[src/rtl/dual_div_pkg.sv]
package dual_div_pkg;

    // Width of one ratio select; the ratio range of both outputs follows from it.
    localparam int SEL_W  = 2;
    // Counter wide enough for the largest ratio of the offset output (2^(2^SEL_W)).
    localparam int CNT_W  = 1 << SEL_W;
    // Number of divided outputs.
    localparam int NUM_CH = 2;

    typedef logic [SEL_W-1:0] ratio_sel_t;
    typedef logic [CNT_W-1:0] phase_cnt_t;

    // Staged select pair, updated only at reset or counter wrap.
    typedef struct packed {
        ratio_sel_t sel_a;
        ratio_sel_t sel_b;
    } sel_pair_t;

    // Decoded tap: either pass the input clock through, or take one counter bit.
    typedef struct packed {
        logic             bypass;
        logic [SEL_W-1:0] bit_idx;
    } tap_t;

    // Ratio exponent = select + channel offset; exponent 0 means pass-through,
    // exponent e >= 1 uses counter bit e-1.
    function automatic tap_t decode_tap(ratio_sel_t sel, int unsigned off);
        logic [SEL_W:0] expo;
        tap_t           t;
        expo      = {1'b0, sel} + (SEL_W+1)'(off);
        t.bypass  = (expo == '0);
        t.bit_idx = SEL_W'(expo - 1'b1);
        return t;
    endfunction

endpackage

[src/rtl/phase_counter.sv]
module phase_counter
    import dual_div_pkg::*;
(
    input  logic       clk,
    input  logic       rst,
    input  sel_pair_t  sel_in,
    output phase_cnt_t cnt_q,
    output sel_pair_t  sel_q
);

    localparam phase_cnt_t LAST = '1;

    logic wrap_next;
    assign wrap_next = (cnt_q == LAST);

    always_ff @(posedge clk) begin
        if (rst) begin
            cnt_q <= '0;
            sel_q <= sel_in;
        end else begin
            cnt_q <= cnt_q + 1'b1;
            if (wrap_next) begin
                sel_q <= sel_in;
            end
        end
    end

    AST_CNT_STEP: assert property (@(posedge clk) disable iff (rst)
        !rst |=> (cnt_q == phase_cnt_t'($past(cnt_q) + 1'b1)))
        else $error("counter skipped a step");

    AST_SEL_HOLD: assert property (@(posedge clk) disable iff (rst)
        (cnt_q != '0) |-> $stable(sel_q))
        else $error("staged select moved away from wrap");

endmodule

[src/rtl/tap_pick.sv]
module tap_pick
    import dual_div_pkg::*;
#(
    parameter int unsigned OFFSET = 0
) (
    input  phase_cnt_t cnt,
    input  ratio_sel_t sel,
    output logic       bypass,
    output logic       lvl
);

    tap_t tap;

    always_comb begin
        tap    = decode_tap(sel, OFFSET);
        bypass = tap.bypass;
        // Inverted tap: every tap rises when the counter returns to zero.
        lvl    = ~cnt[tap.bit_idx];
    end

endmodule

[src/rtl/out_gate.sv]
module out_gate (
    input  logic clk,
    input  logic rst,
    input  logic en,
    input  logic bypass,
    input  logic lvl,
    output logic q
);

    logic gate_q;
    logic src;
    logic src_low;
    logic rst_seen;

    assign src     = bypass ? clk : lvl;
    // At a falling edge the pass-through source is always low.
    assign src_low = bypass | ~lvl;

    always_ff @(negedge clk) begin
        if (rst) begin
            gate_q <= 1'b0;
        end else if (src_low) begin
            gate_q <= en;
        end
    end

    always_ff @(negedge clk) begin
        rst_seen <= rst;
    end

    assign q = src & gate_q;

    AST_GATE_SAFE: assert property (@(negedge clk) disable iff (rst)
        (!$past(rst) && (gate_q != $past(gate_q))) |-> ($past(bypass) || !$past(lvl)))
        else $error("gate moved during a high phase");

    always @(posedge clk) begin
        if (rst_seen && rst) begin
            AST_RST_QUIET: assert (q == 1'b0)
                else $error("output high while reset held");
        end
    end

endmodule

[src/rtl/dual_ratio_divider.sv]
module dual_ratio_divider
    import dual_div_pkg::*;
(
    input  logic             clk_in,
    input  logic             mrst,
    input  logic [SEL_W-1:0] rsel_a,
    input  logic [SEL_W-1:0] rsel_b,
    input  logic             en_a,
    input  logic             en_b,
    output logic             out_a,
    output logic             out_b
);

    sel_pair_t   sel_in;
    sel_pair_t   sel_q;
    phase_cnt_t  cnt;
    ratio_sel_t  ch_sel [NUM_CH];
    logic [NUM_CH-1:0] ch_en;
    logic [NUM_CH-1:0] ch_out;

    always_comb begin
        sel_in.sel_a = rsel_a;
        sel_in.sel_b = rsel_b;
        ch_sel[0]    = sel_q.sel_a;
        ch_sel[1]    = sel_q.sel_b;
        ch_en        = {en_b, en_a};
    end

    phase_counter u_cnt (
        .clk    (clk_in),
        .rst    (mrst),
        .sel_in (sel_in),
        .cnt_q  (cnt),
        .sel_q  (sel_q)
    );

    // Channel n uses ratio exponent (select + n): A covers 1..8, B covers 2..16.
    for (genvar ch = 0; ch < NUM_CH; ch++) begin : g_ch
        logic bypass;
        logic lvl;

        tap_pick #(.OFFSET(ch)) u_tap (
            .cnt    (cnt),
            .sel    (ch_sel[ch]),
            .bypass (bypass),
            .lvl    (lvl)
        );

        out_gate u_gate (
            .clk    (clk_in),
            .rst    (mrst),
            .en     (ch_en[ch]),
            .bypass (bypass),
            .lvl    (lvl),
            .q      (ch_out[ch])
        );
    end

    assign out_a = ch_out[0];
    assign out_b = ch_out[1];

endmodule

[config.mk]
export PLATFORM = sky130hd
export DESIGN_NAME = dual_ratio_divider
export DESIGN_NICKNAME = d
export VERILOG_FILES = /design/src/rtl/dual_div_pkg.sv /design/src/rtl/phase_counter.sv /design/src/rtl/tap_pick.sv /design/src/rtl/out_gate.sv /design/src/rtl/dual_ratio_divider.sv
export SDC_FILE = /design/constraint.sdc
export NUM_CORES = 1
export LEC_CHECK = 0
export BUFFER_PORTS_ARGS = -buffer_cell sky130_fd_sc_hd__buf_2
export CAP_MARGIN = 20
export CORE_AREA = 2 2 39 41
export CTS_BUF_LIST = sky130_fd_sc_hd__clkbuf_8
export DETAILED_ROUTE_END_ITERATION = 7
export DIE_AREA = 0 0 41 43
export HOLD_SLACK_MARGIN = 0.02
export PLACE_DENSITY = 0.63
export SYNTH_ARGS = -nofsm -noshare
export SYNTH_HDL_FRONTEND = slang
export SYNTH_HIERARCHICAL = 1
export SYNTH_SLANG_ARGS = --single-unit
[constraint.sdc]
create_clock -name clk_in -period 2 [get_ports clk_in]
set_clock_uncertainty 0.1 [all_clocks]
set_input_delay 0.2 -clock clk_in [delete_from_list [all_inputs] [get_ports clk_in]]
set_output_delay 0.2 -clock clk_in [all_outputs]
set_load 0.1 [all_outputs]
==> results of run 1 <==
## repair_timing
item / CTS / global route
gates resized for setup: 10 / 3
setup buffers: 0 / 0
setup endpoints to repair: 4 / 4
hold endpoints to repair: 4 / 0
hold buffers: 4 / 0
## sequential cells by signal, summed over array words and instances, names as in the netlist
register            cells
g_ch.u_gate/gate_q      2
u_cnt/cnt_q             4
u_cnt/sel_q             4
## per-layer routing
metal	up-vias	GRT usage, %	part of all wire (%)
li1	201	-	-
met3	5	15.2	8.3
met5	-	0	0
met1	180	14.2	38
met4	0	26.0	3.4
met2	18	15.6	50
## cell families after synthesis
logic type | synth area share, %
XOR/XNOR | 1.75
AO/OA/AOI/OAI | 6.75
buffers and inverters | 6.00
flip-flops | 48.0
other | 0.749
multiplexers | 12.0
AND/OR/NAND/NOR | 19.7
adder cells (fa/ha/maj) | 5.00
## worst max path at each step
stage	start	end	slack (ps)	depth (start not counted)
after detailed placement	u_cnt/sel_q[2]	g_ch[0].u_gate/gate_q	-420	6
final	u_cnt/sel_q[2]	g_ch[0].u_gate/gate_q	-350	5
after global placement	u_cnt/sel_q[2]	g_ch[0].u_gate/gate_q	-400	6
after floorplan	u_cnt/sel_q[2]	g_ch[0].u_gate/gate_q	-410	6
after global routing	u_cnt/sel_q[2]	g_ch[0].u_gate/gate_q	-420	5
after CTS	g_ch[0].u_gate/gate_q	out_a	-370	2
## report_power, final
group          total (mW)  leakage [nW]  internal (mW)  switching [mW]
clock network       0.566         0.105          0.403           0.163
registers           0.235        0.0892          0.227         0.00757
logic              0.0773         0.184         0.0486          0.0287
## layout make-up
type                    instances  area [µm²]
well taps                      16        20.0
inverters                       4        15.0
flip-flops and latches         10         243
clock inverters                 3        25.0
multi-input cells              26         268
repair buffers                 18         128
fillers                       115         549
clock buffers                   9         136
## cells in the final DEF (no fill, tap or decap), drive strengths merged
cell,count
dlygate4sd3,4
edfxtp,4
mux2,1
bufinv,1
clkbuf,7
nand3,1
a31o,1
nor2b,4
xnor2,1
conb,1
buf,16
ha,2
nand2b,2
o21a,2
inv,6
dfxtp,6
nand4bb,2
mux4,2
and2,2
nor2,3
o21ai,2
==> results.md, run 1 <==
- Outcome: complete, but fails checks
- Violated checks: setup timing
- FP Rows: 14
- CP endpoint kind: flip-flop
- CTS tree: yes
- Final Hold Vio Count: 0
- Total grt overflow: 0
- Max-slew violation count: 0
- Dpl cells: 74
- R2R setup slack: -350 ps
- Die area: between 1500 and 2000 µm²
- Detailed-route via count: ~400
- CP startpoint kind: flip-flop
- RR Startpoint: u_cnt/sel_q[2]
- Slowest stage cell on the critical path: mux4_2
- Share of cells above drive strength 1: a little under three fifths
- Hold worst-path end: u_cnt/cnt_q[2]
- Leakage: between 0.3 and 0.4 nW
- Critical Path, Cell by Cell: buf_4 -> mux4_2 -> inv_2 -> nor2b_4 -> o21ai_1
- Max_cap viols: 0
- First-pass GRT wire length: between 1.5 and 2 mm
- Ys Warns: 6
- Vias in the first global route: around 430
- Asr flop ratio synth: 0%
- Worst-Skew Late Latency: 340 ps
- GRT Util Overall: approximately 16%
- Setup CP Type: reg2reg
- Antenna viol nets, final: 0
- Hold slack: between 40 and 50 ps
- Design area: approximately 830 µm²
- Hold Crit Class: in2reg
- Seq/Total Area, Yosys: 48.0%
- Top post-synthesis cells by count: dfxtp_1 (6), inv_1 (6), edfxtp_1 (4)
- Cell taking the most area after synthesis: dfxtp_1
- Antenna violations before repair: 0
- Syn nets: 53
- Reg2reg path depth: 5
- RSZ-0062 raised after global routing: true
- 1st-iter DRT viols: 4
- Port bufs: 9
- Synth cell types: 19
- Core footprint: around 1400 µm²
- Pwr Total: around 0.88 mW
- Max Fanout on Critical Path: 2
- Final Non-Filler Cells: 86
- Area Overhead vs Synth: 66.7%
- Hold Path Origin: mrst
- Routed WL: 929 µm
- Largest net degree at the start of global routing: 11
- Power per cell area: ~1100 nW/µm²
- Routed WL per cell: ~11 µm
- Synth top area cells: dfxtp_1 (24%), edfxtp_1 (24%), mux4_2 (9.0%), ha_1 (5.0%), inv_1 (4.5%)
- Crit path largest cell delay: roughly 420 ps
- Post-synth top area share: 24.0%
- Via density: around 4.7
- Crit path buf inv count: 2
- Final setup viols: 4
- Finished Core Util: between 60% and 70%
- CP top delay family: multiplexers
- Arrival time at the worst endpoint: between 1500 and 2000 ps
- Post-route DRC: 0
- TritonRoute pass-1 iters: 4
- Post-synth top flop: dfxtp_1
- I/O Pins: 10
- Worst setup margin: -354 ps
- Width of the die: just over 40 µm
- RD Place Congestion: between 0.6 and 0.7
- ANT cells: 0
- Layout Nets: 81
- Worst hold stages: 2
- Reg2Reg Capture Point: g_ch[0].u_gate/gate_q
- Synthesized flop and latch total: 10
- Mean Syn Cell Area: 11.6 µm²
- Worst endpoint required time: about 1200 ps
- Worst-path clk slew: ~50 ps
- Number of enable flip-flop cells after synthesis: 4
- Post-Syn Area: ~500 µm²
- Post-DP HPWL: roughly 580 µm
- Post-DP Area: roughly 630 µm²
- Peak supply drop: roughly 0.00053 V
- Setup Total Neg Slack: -1270 ps
- Initial core utilization: a little over a third
- Synth Instances: 43
- Die height: roughly 43 µm
- Dpl ws: -418 ps
No activity file was read; power rests on OpenSTA's default activity.
==> run 2, diff against run 1 <==
- CTS_BUF_LIST: sky130_fd_sc_hd__clkbuf_8 -> unset
==> results.md, run 2 (synthesized netlist as in run 1, its figures left out) <==
- CP startpoint kind: flip-flop
- Initial core utilization: 36.2% (unchanged)
- Top Layer Used: met4
- Reg2Reg Capture Point: g_ch[0].u_gate/gate_q
- Die area: 1760 µm² (unchanged)
- Power per cell area: 897 nW/µm² (-15%)
- ANT cells: 0 (unchanged)
- TritonRoute pass-1 iters: 4 (unchanged)
- Vias in the first global route: 419 (-1.4%)
- Hold Path Origin: g_ch[1].u_gate/gate_q
- Worst-Skew Late Latency: 380 ps (+40 ps)
- Post-DP Area: 629 µm² (unchanged)
- Critical path depth: 2 (-3)
- R2R setup slack: -370 ps (-20 ps)
- Slowest stage cell on the critical path: dfxtp_2
- Via density: 4.59 (-2.4%)
- GRT Util Overall: 15.4% (-0.92 points)
- Antenna viol nets, final: 0 (unchanged)
- Worst setup endpoint: out_a
- P_sw: 0.182 mW (-8.6%)
- Biggest regs: u_cnt/cnt_q x4, u_cnt/sel_q x4, g_ch.u_gate/gate_q x2
- Total grt overflow: 0 (unchanged)
- Critical Path, Cell by Cell: o21a_4 -> buf_12
- Worst hold stages: 2 (unchanged)
- Die height: 43 µm (unchanged)
- Antenna violations before repair: 0 (unchanged)
- Arrival time at the worst endpoint: 2070 ps (+510 ps)
- Port bufs: 9 (unchanged)
- Post-DP HPWL: 579 µm (unchanged)
- Crit path from: g_ch[0].u_gate/gate_q
- Max Fanout on Critical Path: 2 (unchanged)
- RD Place Congestion: 0.686 (unchanged)
- Final setup viols: 4 (unchanged)
- Comb power frac: 11.0% (+2.2 points)
- Post-CTS setup buffer count: 0 (unchanged)
- Worst setup margin: -374 ps (-19.8 ps)
- CTS tree: yes
- FP Rows: 14 (unchanged)
- Share of cells above drive strength 1: 54.9% (-0.78 points)
- Detailed-route via count: 399 (-1.2%)
- Final Hold Vio Count: 0 (unchanged)
- Register share of total power: 32.6% (+5.8 points)
- Worst endpoint required time: 1700 ps (+500 ps)
- Core footprint: 1380 µm² (unchanged)
- Hold slack: 399 ps (+353 ps)
- Routed WL: 933 µm (+0.43%)
- Area Overhead vs Synth: 60.0%
- Setup CP Type: reg2out
- Design area: 801 µm² (-4.0%)
- RSZ-0062 raised after global routing: true
- Post-route DRC: 0 (unchanged)
- Largest net degree at the start of global routing: 11 (unchanged)
- Worst-path clk slew: 30 ps (-20 ps)
- Sw frac: 25.4% (+2.7 points)
- Commonest non-fill, non-tap cells in the layout: clkbuf_4 (7), buf_4 (7), buf_2 (7)
- Finished Core Util: 57.9% (-2.4 points)
- CP endpoint kind: output port
- Violated checks: setup timing
- RR Startpoint: u_cnt/sel_q[2]
- Clock power share: 56.4% (-8.1 points)
- Width of the die: 41 µm (unchanged)
- Max_cap viols: 0 (unchanged)
- Dpl ws: -418 ps (unchanged)
- WL met3: 58 µm (-25%)
- Hold Crit Class: reg2reg
- Crit path largest cell delay: 330 ps (-90 ps)
- Metal1 wirelength: 359 µm (+1.4%)
- 1st-iter DRT viols: 6 (+2)
- Metal2 WL: 486 µm (+4.5%)
- CP top delay family: flip-flops
- Layout Nets: 82 (+1.2%)
- Reg2reg path depth: 5 (unchanged)
- Outcome: complete, but fails checks
- Max-slew violation count: 0 (unchanged)
- Crit path buf inv count: 1 (-1)
- Leakage: 0.364 nW (-3.7%)
- First-pass GRT wire length: 1.49 mm (-3.6%)
- Peak supply drop: 0.000384 V (-27%)
- I/O Pins: 10 (unchanged)
- Cell Int Power: 0.536 mW (-21%)
- Routed WL per cell: 10.7 µm (-0.72%)
run 2: routing by layer:
metal,global-route usage [%],vias to the layer above
met4,22.7,0
met2,15.3,8
met3,13.6,5
li1,-,202
met5,0,-
met1,14.2,184
run 2: area by class of cell:
type                    count  area [µm²]
fillers                   123         583
multi-input cells          26         268
flip-flops and latches     10         243
repair buffers             19         138
clock buffers               9        92.6
clock inverters             3        25.0
well taps                  16        20.0
inverters                   4        15.0
run 2: stage by stage:
| step | setup TNS, ps | cells | power [mW] |
|---|---|---|---|
| 3_3_place_gp | -1010 | 74 | 0.368 |
| 3_5_place_dp | -1030 | 74 | 0.369 |
| 6_report | -1380 | 87 | 0.718 |
| 5_1_grt | -1600 | 87 | 0.767 |
| 4_1_cts | -1440 | 87 | 0.727 |
| 2_1_floorplan | -765 | 43 | 0.338 |
run 2: worst min-delay path by stage:
stage,end,slack (ps)
final,g_ch[1].u_gate/gate_q,400
after global routing,u_cnt/sel_q[1],410
after detailed placement,u_cnt/sel_q[2],280
after CTS,g_ch[0].u_gate/gate_q,400
after floorplan,u_cnt/cnt_q[1],170
after global placement,u_cnt/sel_q[3],280
run 2: power groups by stage:
stage	sequential (mW)	combinational, mW	clock [mW]
after global routing	0.236	0.0879	0.444
final	0.234	0.0788	0.405
after detailed placement	0.237	0.0671	0.0643
after CTS	0.234	0.0755	0.417
after floorplan	0.238	0.0384	0.0618
after global placement	0.237	0.0667	0.0643
run 2: repair_timing:
action,in CTS,in global routing
setup endpoints to repair,5,4
hold endpoints to repair,7,0
resized for setup,10,3
hold buffers,5,0
run 2: worst register-to-register path, cell delays in order (launching register included):
cell,delay [ps]
edfxtp_1,390
buf_4,150
mux4_2,420
inv_2,70
nor2b_4,130
o21ai_1,60
